<file path="config.mk">
export PLATFORM = sky130hd
export DESIGN_NAME = page_commit_unit
export DESIGN_NICKNAME = d
export VERILOG_FILES = /design/src/rtl/pcu_pkg.sv /design/src/rtl/pcu_page_buf.sv /design/src/rtl/pcu_hold_timer.sv /design/src/rtl/pcu_ctrl.sv /design/src/rtl/page_commit_unit.sv
export SDC_FILE = /design/constraint.sdc
export NUM_CORES = 1
export LEC_CHECK = 0
export BUFFER_PORTS_ARGS = -buffer_cell sky130_fd_sc_hd__buf_2
export CORE_MARGIN = 5
export CORE_UTILIZATION = 52
export DETAILED_ROUTE_END_ITERATION = 10
export GPL_TIMING_DRIVEN = 0
export PLACE_DENSITY = 0.72
export SLEW_MARGIN = 15
export SYNTH_ARGS = -nofsm -noshare
export SYNTH_HDL_FRONTEND = slang
export SYNTH_SLANG_ARGS = --single-unit
</file>
<file path="constraint.sdc">
create_clock -name clk -period 3.85 [get_ports clk]
set_clock_uncertainty 0.15 [all_clocks]
set_input_delay 0.1925 -clock clk [delete_from_list [all_inputs] [get_ports clk]]
set_output_delay 0.1925 -clock clk [all_outputs]
set_load 0.02 [all_outputs]
</file>
<file path="src/rtl/pcu_pkg.sv">
package pcu_pkg;

    // Transaction sequencing states
    typedef enum logic [1:0] {
        PCU_IDLE   = 2'd0,   // waiting for an accepted open strobe
        PCU_FILL   = 2'd1,   // page preload running, bytes accepted
        PCU_OPEN   = 2'd2,   // preload done, bytes accepted
        PCU_COMMIT = 2'd3    // page burst to memory
    } pcu_state_e;

endpackage

</file>
<file path="src/rtl/pcu_page_buf.sv">
module pcu_page_buf #(
    parameter int DATA_W     = 8,
    parameter int PAGE_BYTES = 32,
    parameter int OFF_W      = $clog2(PAGE_BYTES)
) (
    input  logic              clk,
    input  logic              rst_n,
    input  logic              clr,
    input  logic              host_we,
    input  logic [OFF_W-1:0]  host_idx,
    input  logic [DATA_W-1:0] host_data,
    input  logic              fill_we,
    input  logic [OFF_W-1:0]  fill_idx,
    input  logic [DATA_W-1:0] fill_data,
    input  logic [OFF_W-1:0]  rd_idx,
    output logic [DATA_W-1:0] rd_data
);

    typedef struct packed {
        logic              own;   // slot already written by the host
        logic [DATA_W-1:0] val;
    } slot_t;

    logic [DATA_W-1:0] slot_val [PAGE_BYTES];

    for (genvar i = 0; i < PAGE_BYTES; i++) begin : g_slot
        slot_t slot_d, slot_q;
        logic  hit_host, hit_fill;

        always_comb begin
            hit_host = host_we && (host_idx == OFF_W'(i));
            hit_fill = fill_we && (fill_idx == OFF_W'(i));
            slot_d   = slot_q;
            if (clr) begin
                slot_d.own = 1'b0;
            end else if (hit_host) begin
                slot_d.own = 1'b1;
                slot_d.val = host_data;
            end else if (hit_fill && !slot_q.own) begin
                slot_d.val = fill_data;
            end
        end

        always_ff @(posedge clk) begin
            if (!rst_n) begin
                slot_q <= '0;
            end else begin
                slot_q <= slot_d;
            end
        end

        assign slot_val[i] = slot_q.val;
    end

    assign rd_data = slot_val[rd_idx];

endmodule

</file>
<file path="src/rtl/pcu_hold_timer.sv">
module pcu_hold_timer #(
    parameter int HOLD_CYCLES = 200
) (
    input  logic clk,
    input  logic rst_n,
    input  logic load,
    output logic busy
);

    localparam int CNT_W = $clog2(HOLD_CYCLES + 1);

    typedef struct packed {
        logic [CNT_W-1:0] cnt;
    } tmr_t;

    tmr_t tmr_d, tmr_q;

    always_comb begin
        tmr_d = tmr_q;
        if (load) begin
            tmr_d.cnt = CNT_W'(HOLD_CYCLES);
        end else if (tmr_q.cnt != '0) begin
            tmr_d.cnt = tmr_q.cnt - 1'b1;
        end
    end

    always_ff @(posedge clk) begin
        if (!rst_n) begin
            tmr_q <= '0;
        end else begin
            tmr_q <= tmr_d;
        end
    end

    assign busy = (tmr_q.cnt != '0);

endmodule

</file>
<file path="src/rtl/pcu_ctrl.sv">
module pcu_ctrl
    import pcu_pkg::*;
#(
    parameter int ADDR_W     = 13,
    parameter int PAGE_BYTES = 32,
    parameter int OFF_W      = $clog2(PAGE_BYTES)
) (
    input  logic              clk,
    input  logic              rst_n,
    input  logic              txn_open,
    input  logic [ADDR_W-1:0] txn_addr,
    input  logic              din_vld,
    input  logic              txn_close,
    input  logic              lock_in,
    input  logic              busy,
    output logic              buf_clr,
    output logic              host_we,
    output logic [OFF_W-1:0]  host_idx,
    output logic              fill_we,
    output logic [OFF_W-1:0]  fill_idx,
    output logic [OFF_W-1:0]  burst_idx,
    output logic              mem_rd_en,
    output logic [ADDR_W-1:0] mem_rd_addr,
    output logic              mem_wr_en,
    output logic [ADDR_W-1:0] mem_wr_addr,
    output logic              timer_load
);

    localparam int PAGE_W = ADDR_W - OFF_W;

    typedef struct packed {
        pcu_state_e       st;
        logic [PAGE_W-1:0] page;
        logic [OFF_W-1:0]  ptr;
        logic [OFF_W:0]    rd_cnt;
        logic              fill_vld;
        logic [OFF_W-1:0]  fill_idx;
        logic              got;
        logic              close_pend;
        logic              lock_lat;
        logic [OFF_W-1:0]  wr_cnt;
    } ctrl_t;

    ctrl_t ctl_d, ctl_q;
    logic  rd_done;
    logic  take_byte;
    logic  close_eff;
    logic  lock_eff;

    always_comb begin
        ctl_d          = ctl_q;
        ctl_d.fill_vld = 1'b0;
        buf_clr        = 1'b0;
        timer_load     = 1'b0;
        mem_wr_en      = 1'b0;

        // top count bit set once all page offsets have been requested
        rd_done   = ctl_q.rd_cnt[OFF_W];
        mem_rd_en = (ctl_q.st == PCU_FILL) && !rd_done;

        take_byte = din_vld && !ctl_q.close_pend &&
                    ((ctl_q.st == PCU_FILL) || (ctl_q.st == PCU_OPEN));
        host_we   = take_byte;

        close_eff = ctl_q.close_pend || txn_close;
        lock_eff  = ctl_q.close_pend ? ctl_q.lock_lat : lock_in;

        case (ctl_q.st)
            PCU_IDLE: begin
                if (txn_open && !busy) begin
                    ctl_d.st         = PCU_FILL;
                    ctl_d.page       = txn_addr[ADDR_W-1:OFF_W];
                    ctl_d.ptr        = txn_addr[OFF_W-1:0];
                    ctl_d.rd_cnt     = '0;
                    ctl_d.got        = 1'b0;
                    ctl_d.close_pend = 1'b0;
                    ctl_d.lock_lat   = 1'b0;
                    buf_clr          = 1'b1;
                end
            end
            PCU_FILL: begin
                if (!rd_done) begin
                    ctl_d.rd_cnt   = ctl_q.rd_cnt + 1'b1;
                    ctl_d.fill_vld = 1'b1;
                    ctl_d.fill_idx = ctl_q.rd_cnt[OFF_W-1:0];
                end
                if (txn_close && !ctl_q.close_pend) begin
                    ctl_d.close_pend = 1'b1;
                    ctl_d.lock_lat   = lock_in;
                end
                if (rd_done && !ctl_q.fill_vld) begin
                    if (!close_eff) begin
                        ctl_d.st = PCU_OPEN;
                    end else if (ctl_q.got && !lock_eff) begin
                        ctl_d.st     = PCU_COMMIT;
                        ctl_d.wr_cnt = '0;
                        timer_load   = 1'b1;
                    end else begin
                        ctl_d.st = PCU_IDLE;
                    end
                end
            end
            PCU_OPEN: begin
                if (txn_close) begin
                    if (ctl_q.got && !lock_in) begin
                        ctl_d.st     = PCU_COMMIT;
                        ctl_d.wr_cnt = '0;
                        timer_load   = 1'b1;
                    end else begin
                        ctl_d.st = PCU_IDLE;
                    end
                end
            end
            PCU_COMMIT: begin
                mem_wr_en    = 1'b1;
                ctl_d.wr_cnt = ctl_q.wr_cnt + 1'b1;
                if (&ctl_q.wr_cnt) begin
                    ctl_d.st = PCU_IDLE;
                end
            end
            default: ctl_d.st = PCU_IDLE;
        endcase

        if (take_byte) begin
            ctl_d.ptr = ctl_q.ptr + 1'b1;   // wraps inside the page
            ctl_d.got = 1'b1;
        end
    end

    always_ff @(posedge clk) begin
        if (!rst_n) begin
            ctl_q    <= '0;
            ctl_q.st <= PCU_IDLE;
        end else begin
            ctl_q <= ctl_d;
        end
    end

    assign host_idx    = ctl_q.ptr;
    assign fill_we     = ctl_q.fill_vld;
    assign fill_idx    = ctl_q.fill_idx;
    assign burst_idx   = ctl_q.wr_cnt;
    assign mem_rd_addr = {ctl_q.page, ctl_q.rd_cnt[OFF_W-1:0]};
    assign mem_wr_addr = {ctl_q.page, ctl_q.wr_cnt};

endmodule

</file>
<file path="src/rtl/page_commit_unit.sv">
module page_commit_unit #(
    parameter int ADDR_W      = 13,
    parameter int DATA_W      = 8,
    parameter int PAGE_BYTES  = 32,
    parameter int HOLD_CYCLES = 200
) (
    input  logic              clk,
    input  logic              rst_n,
    input  logic              txn_open,
    input  logic [ADDR_W-1:0] txn_addr,
    input  logic              din_vld,
    input  logic [DATA_W-1:0] din,
    input  logic              txn_close,
    input  logic              lock_in,
    input  logic [DATA_W-1:0] mem_rd_data,
    output logic              mem_rd_en,
    output logic [ADDR_W-1:0] mem_rd_addr,
    output logic              mem_wr_en,
    output logic [ADDR_W-1:0] mem_wr_addr,
    output logic [DATA_W-1:0] mem_wr_data,
    output logic              busy
);

    localparam int OFF_W = $clog2(PAGE_BYTES);

    logic             buf_clr;
    logic             host_we;
    logic [OFF_W-1:0] host_idx;
    logic             fill_we;
    logic [OFF_W-1:0] fill_idx;
    logic [OFF_W-1:0] burst_idx;
    logic             timer_load;

    pcu_ctrl #(
        .ADDR_W     (ADDR_W),
        .PAGE_BYTES (PAGE_BYTES),
        .OFF_W      (OFF_W)
    ) u_ctrl (
        .clk         (clk),
        .rst_n       (rst_n),
        .txn_open    (txn_open),
        .txn_addr    (txn_addr),
        .din_vld     (din_vld),
        .txn_close   (txn_close),
        .lock_in     (lock_in),
        .busy        (busy),
        .buf_clr     (buf_clr),
        .host_we     (host_we),
        .host_idx    (host_idx),
        .fill_we     (fill_we),
        .fill_idx    (fill_idx),
        .burst_idx   (burst_idx),
        .mem_rd_en   (mem_rd_en),
        .mem_rd_addr (mem_rd_addr),
        .mem_wr_en   (mem_wr_en),
        .mem_wr_addr (mem_wr_addr),
        .timer_load  (timer_load)
    );

    pcu_page_buf #(
        .DATA_W     (DATA_W),
        .PAGE_BYTES (PAGE_BYTES),
        .OFF_W      (OFF_W)
    ) u_buf (
        .clk       (clk),
        .rst_n     (rst_n),
        .clr       (buf_clr),
        .host_we   (host_we),
        .host_idx  (host_idx),
        .host_data (din),
        .fill_we   (fill_we),
        .fill_idx  (fill_idx),
        .fill_data (mem_rd_data),
        .rd_idx    (burst_idx),
        .rd_data   (mem_wr_data)
    );

    pcu_hold_timer #(
        .HOLD_CYCLES (HOLD_CYCLES)
    ) u_hold (
        .clk   (clk),
        .rst_n (rst_n),
        .load  (timer_load),
        .busy  (busy)
    );

endmodule

</file>
* Word level (Yosys, flattened, before mapping)
Index checks and enable logic that the tools add are counted.
Word-level totals: word-level logic and storage cells 491, flip-flop bits (word level) 331
Operators by class: add/sub/neg operators 4, multiplexer cells 102, order comparisons 1, reductions and logical operators 229, bitwise logic cells 4, eq/ne operators 74
Operators by type and width (count):
- 2-to-1 mux 8 bit | 68
- == test 5 bit (second input constant) | 32
- logical AND 1 bit | 104
- == test 5 x 4 -> 1 bit (second input constant) | 16
- AND reduction 2 bit | 37
- nonzero test 2 bit | 36
- binary-select mux 8 bit (select 5 bit) | 1
- == test 5 x 3 -> 1 bit (second input constant) | 8
- logical NOT 1 bit | 38
- 2-to-1 mux 5 bit | 7
- 2-to-1 mux 21 bit | 1
- == test 5 x 2 -> 1 bit (second input constant) | 4
- one-hot mux 5 bit (3 select lines) | 1
- 2-to-1 mux 2 bit | 7
- 2-to-1 mux 12 bit | 1
- != test 2 bit (second input constant) | 6
- one-hot mux 6 bit (2 select lines) | 1
- 2-to-1 mux 1 bit | 11
- adder 5 x 1 -> 5 bit (second input constant) | 2
- == test 5 x 1 -> 1 bit (second input constant) | 2
- logical NOT 5 bit | 2
- one-hot mux 2 bit (4 select lines) | 1
- nonzero test 8 bit | 1
- subtractor 8 x 1 -> 8 bit (second input constant) | 1
- other kinds (18) | 26

* Longest topological paths before layout
depth in word-level cells 8, mapped depth 9, gate-level depth less buffers 7

* By module
Synthesis repeated with hierarchy kept, for this count alone.
Second synthesis, totals: cell total of the unflattened synthesis 1820, area, all modules 19536.2 um2
By module, submodules not included:
- pcu_page_buf | instances 1, cells an instance 1521, sequential area each 5765.5 um2, area each 17016.3 um2
- pcu_ctrl | instances 1, cells an instance 252, sequential area each 700.7 um2, area each 2103.3 um2
- pcu_hold_timer | instances 1, cells an instance 47, sequential area each 160.2 um2, area each 416.6 um2

* Worst setup path before layout
OpenSTA, ideal clock, no wires.
kind register to register, start point register u_ctrl.ctl_q (netlist bit u_ctrl.host_idx[0]), end point register u_buf.g_slot[15].slot_q[0] (netlist bit), clock period less this slack 2.441 ns, stages on the path, launching flop included 10, arrival time 2.158 ns, slack 1.409 ns, library setup time 0.133 ns, buffers on the path 2, data required time 3.567 ns, cells stage by stage dfxtp_1 -> ha_1 -> and3_1 -> ha_1 -> buf_1 -> nand4b_1 -> o31ai_1 -> and2_0 -> buf_2 -> a311oi_1
Between the ends: word-level cells in the longest chain between the ends 4, elaborated cells between the ends (all ways) 5
RTL lines:
- from (decl) | line pcu_ctrl.sv:44 | ctrl_t ctl_d, ctl_q;
- from (signal assigned) | line pcu_ctrl.sv:135 | ctl_q <= ctl_d;
- == test 5 x 4 -> 1 bit (*) | line pcu_page_buf.sv:31 | hit_host = host_we && (host_idx == OFF_W'(i));
- logical AND 1 bit (*) | line pcu_page_buf.sv:31
- nonzero test 2 bit (no source line)
- AND reduction 2 bit (no source line)
- to (signal assigned) | line pcu_page_buf.sv:48 | slot_q <= slot_d;
- to (decl) | line pcu_page_buf.sv:27 | slot_t slot_d, slot_q;
Mark *: on every way between the ends. The rest lies on a longest branch, timed or not. A chain may end at the register's enable or synchronous reset.

* Worst setup path after layout
start point register u_ctrl.ctl_q (netlist bit u_ctrl.burst_idx[2]), end point output port mem_wr_data[0]
Between the ends: word-level cells in the longest chain between the ends 4
RTL lines:
- NOT 5 -> 6 bit (implied by the code) | line pcu_page_buf.sv:55 | assign rd_data = slot_val[rd_idx];
- binary-select mux 8 bit (select 5 bit) | line pcu_page_buf.sv:55
- 2-to-1 mux 8 bit (implied by the code) (2 in a row) | line pcu_page_buf.sv:55
- to (decl) | line page_commit_unit.sv:20 | output logic [DATA_W-1:0] mem_wr_data,
Every way passes these cells. The select of a mux whose other input is x is not followed.

==> run metrics <==
status=complete, but fails checks; violated checks=setup timing; Slew Limit Fails=0; Final Core Density=0.5973; port bufs=70; antenna violations before repair=2; clock buffer depth=3; Slew headroom=0.1509; vias in the first global route=18650; Critical-path top delay cell=buf_1; synth top area cells=dfxtp_1, a311oi_1, a21oi_1, o21ai_0, nand2_1; Internal=6.653 mW; Netlist cell types=68; Syn Std Cell Area=18560 µm²; row cnt=69; post-synthesis simple-gate area fraction=0.1380; TritonCTS clock tree=yes; period utilisation layout=1.017; Data arrival, critical path=3570 ps; first-pass GRT wire length=121000 µm; CP most frequent cell=buf_2; CP Cell Sequence=buf_2 -> buf_1 -> mux4_2 -> nand3_1 -> a31oi_1 -> buf_2; setup TNS after final layout=-144.5 ps; Worst-path clk slew=60 ps; CP Capture Type=primary output; Gate Count Post-Synth=2208; final critical-path required period=3915 ps; Logic pwr share=0.287; # placed instances=2739; VDD IR max=0.0004253 V; post-synthesis sequential area ratio=0.3570; Top Family by Delay on Critical Path=buffers and inverters; Compound-Gate Fraction of Synth Area=0.3352; Layout area overhead=13.91%; routability cong.=1.084; clock latency on the worst-skew pair=570 ps; EDFF count, synth=0; Post-Synth XOR/XNOR Area=0.001888; commonest non-fill, non-tap cell in the layout=dfxtp_1; most frequent cells in the layout=dfxtp_1, nand2_1, a21oi_1; main combinational cell family by area after synthesis=compound AO/OA/AOI/OAI gates; Vias=20270; Final Cell Area=21140 µm²; Switching Power=3.908 mW; Hold Path Class=in -> reg; clk root buf=clkbuf_16; cell taking the most area after synthesis=dfxtp_1; P_leak=6.302 nW; max incr delay on CP=830 ps; Tot GR Track Use=0.4063; WP buf/inv=3; clock share of power=0.363; startpoint types=flop; fmax=255.4 MHz; pin count of the biggest net entering global routing=13; CTS Buf Count=39; mux cell area share after synthesis=0.08116; initial core utilization=0.5244; final-stage net count=2403; final cell count without fillers=2838; DR vias/cell=7.142; Fin Hold WS=26.36 ps; antenna-violating nets left=0; Syn Area/Cell=8.406 µm²; Detailed Routing Iterations Pass 1=8; wire per inst=29.25 µm; die area=39570 µm²; Post-Place Cell Area=19490 µm²; Die W=198.9 µm; Setup CP Type=reg -> out; power after layout=10.56 mW; setup bufs post-CTS=0; # setup viols final=3; PwrDens=499.6 nW/µm²; H-Tree Depth=2; antenna fix cells=0; Final Worst Setup Slack=-64.75 ps; Synth Area in Adders=0.01079; Synth Flop Type=dfxtp_1; synth warn=0; Final Hold Vio Count=0; core area=35400 µm²; clk sinks=331; CP Max Fanout=10; proportion of layout cells with a drive suffix above 1=0.1435; DRT iter0 DRCs=3191; Worst-Margin Slew=1274 ps; Chip Height=198.9 µm; Residual DRC=0; WL final=83000 µm; Net Sw Frac=0.3701; CP Data Required Time=3510 ps; max_cap viols=0; grt ovf=0; I/O pins=72; Post-DP HPWL=58500 µm; top-area cell type share of the netlist area=0.3570; FF+latch count, synth=331; Synth async-reset ratio=0; dpl ws=320.5 ps; Post-Syn Nets=2259; Seq pwr share=0.350
[synthesized netlist by cell type, types with 4 or more instances]
master and count:
nor3_1 12, nand3_1 24, mux4_2 48, a22oi_1 18, clkbuf_1 177, buf_6 4, o32ai_2 22, mux2_2 4
dfxtp_1 331, or4b_1 4, nor2b_1 8, inv_1 18, a31oi_1 10, nor2_2 6, nor2_4 10, mux2i_1 38
o221ai_1 14, and2_1 34, buf_4 36, a211oi_1 18, nand4_1 7, a311oi_1 248, nand2_1 298, or4_1 5
a21oi_1 298, nand2b_1 7, nor3b_1 5, o32ai_4 8, buf_2 63, nor2_1 87, o31ai_1 5, nand4b_1 7
nand4bb_1 7, buf_1 6, ha_1 16, o21ai_0 249
[path summary, 6_finish.rpt]
| check | depth (start not counted) | endpoint | start | slack, ps |
|---|---|---|---|---|
| max | 6 | mem_wr_data[0] | u_ctrl.burst_idx[2] | -60 |
| min | 4 | u_ctrl.host_idx[3] | txn_open | 30 |
| max reg2reg | 9 | u_buf.g_slot[8].slot_q[8] | u_hold.tmr_q[0] | 290 |
| min reg2reg | 2 | u_buf.g_slot[15].slot_q[8] | u_buf.g_slot[15].slot_q[8] | 310 |
[power by group through the flow]
stage / combinational, mW / sequential (mW) / clock, mW
after global placement: 2.82 / 3.76 / 0
final: 3.03 / 3.70 / 3.84
after CTS: 2.90 / 3.69 / 3.80
after detailed placement: 2.86 / 3.76 / 0
after floorplan: 1.87 / 3.73 / 0
after global routing: 3.15 / 3.71 / 3.94
[area by class of cell]
cell class / instances / area, µm²
Fill cell: 3223 / 14250
Multi-Input combinational cell: 1571 / 10540
Sequential cell: 331 / 6626
Buffer: 287 / 1366
Clock buffer: 58 / 1180
Timing Repair Buffer: 103 / 680.7
Tap cell: 461 / 576.8
Clock inverter: 8 / 98.84
Inverter: 19 / 71.32
[worst reg2reg max path, cell delays in order (launching register included)]
cell and delay (ps):
dfxtp_1 330, inv_1 90, ha_1 220, nor4bb_1 490
nand3_1 600, clkbuf_1 500, buf_2 330, nand2_1 240
buf_2 380, nor2_1 120
[registers in the layout, summed over array words and instances, names as in the netlist]
signal and cells:
u_ctrl.ctl_q 6, u_ctrl.host_idx 5, u_ctrl.burst_idx 5, u_ctrl.mem_rd_addr 13, u_hold.tmr_q 8, u_ctrl.fill_we 1
u_ctrl.fill_idx 5, u_buf.g_slot.slot_q 288
[logic make-up (layout without fill, tap and decap cells)]
| family | Yosys count | after routing |
|---|---|---|
| xor+xnor | 4 | 4 |
| flops | 331 | 331 |
| mux | 90 | 90 |
| buf+inv | 306 | 475 |
| compound gates | 918 | 918 |
| fa+ha+maj | 16 | 16 |
| simple gates | 543 | 543 |
[timing repair]
| item | in CTS | in global routing |
|---|---|---|
| hold buffers | 33 | 0 |
| endpoints found under the hold margin | 48 | 0 |
| gates resized for setup | 9 | 9 |
| gates cloned | 0 | 0 |
| endpoints found under the setup margin | 8 | 7 |
| pin swaps | 0 | 0 |
[per-layer routing]
metal / global-route usage / up-vias / wire, µm
li1: - / 8613 / -
met1: 0.5359 / 9665 / 31400
met2: 0.5892 / 1637 / 34530
met3: 0.1214 / 351 / 11250
met4: 0.2401 / 2 / 5814
met5: 0 / - / 13
Note: power is estimated with default switching activity, not from simulation.
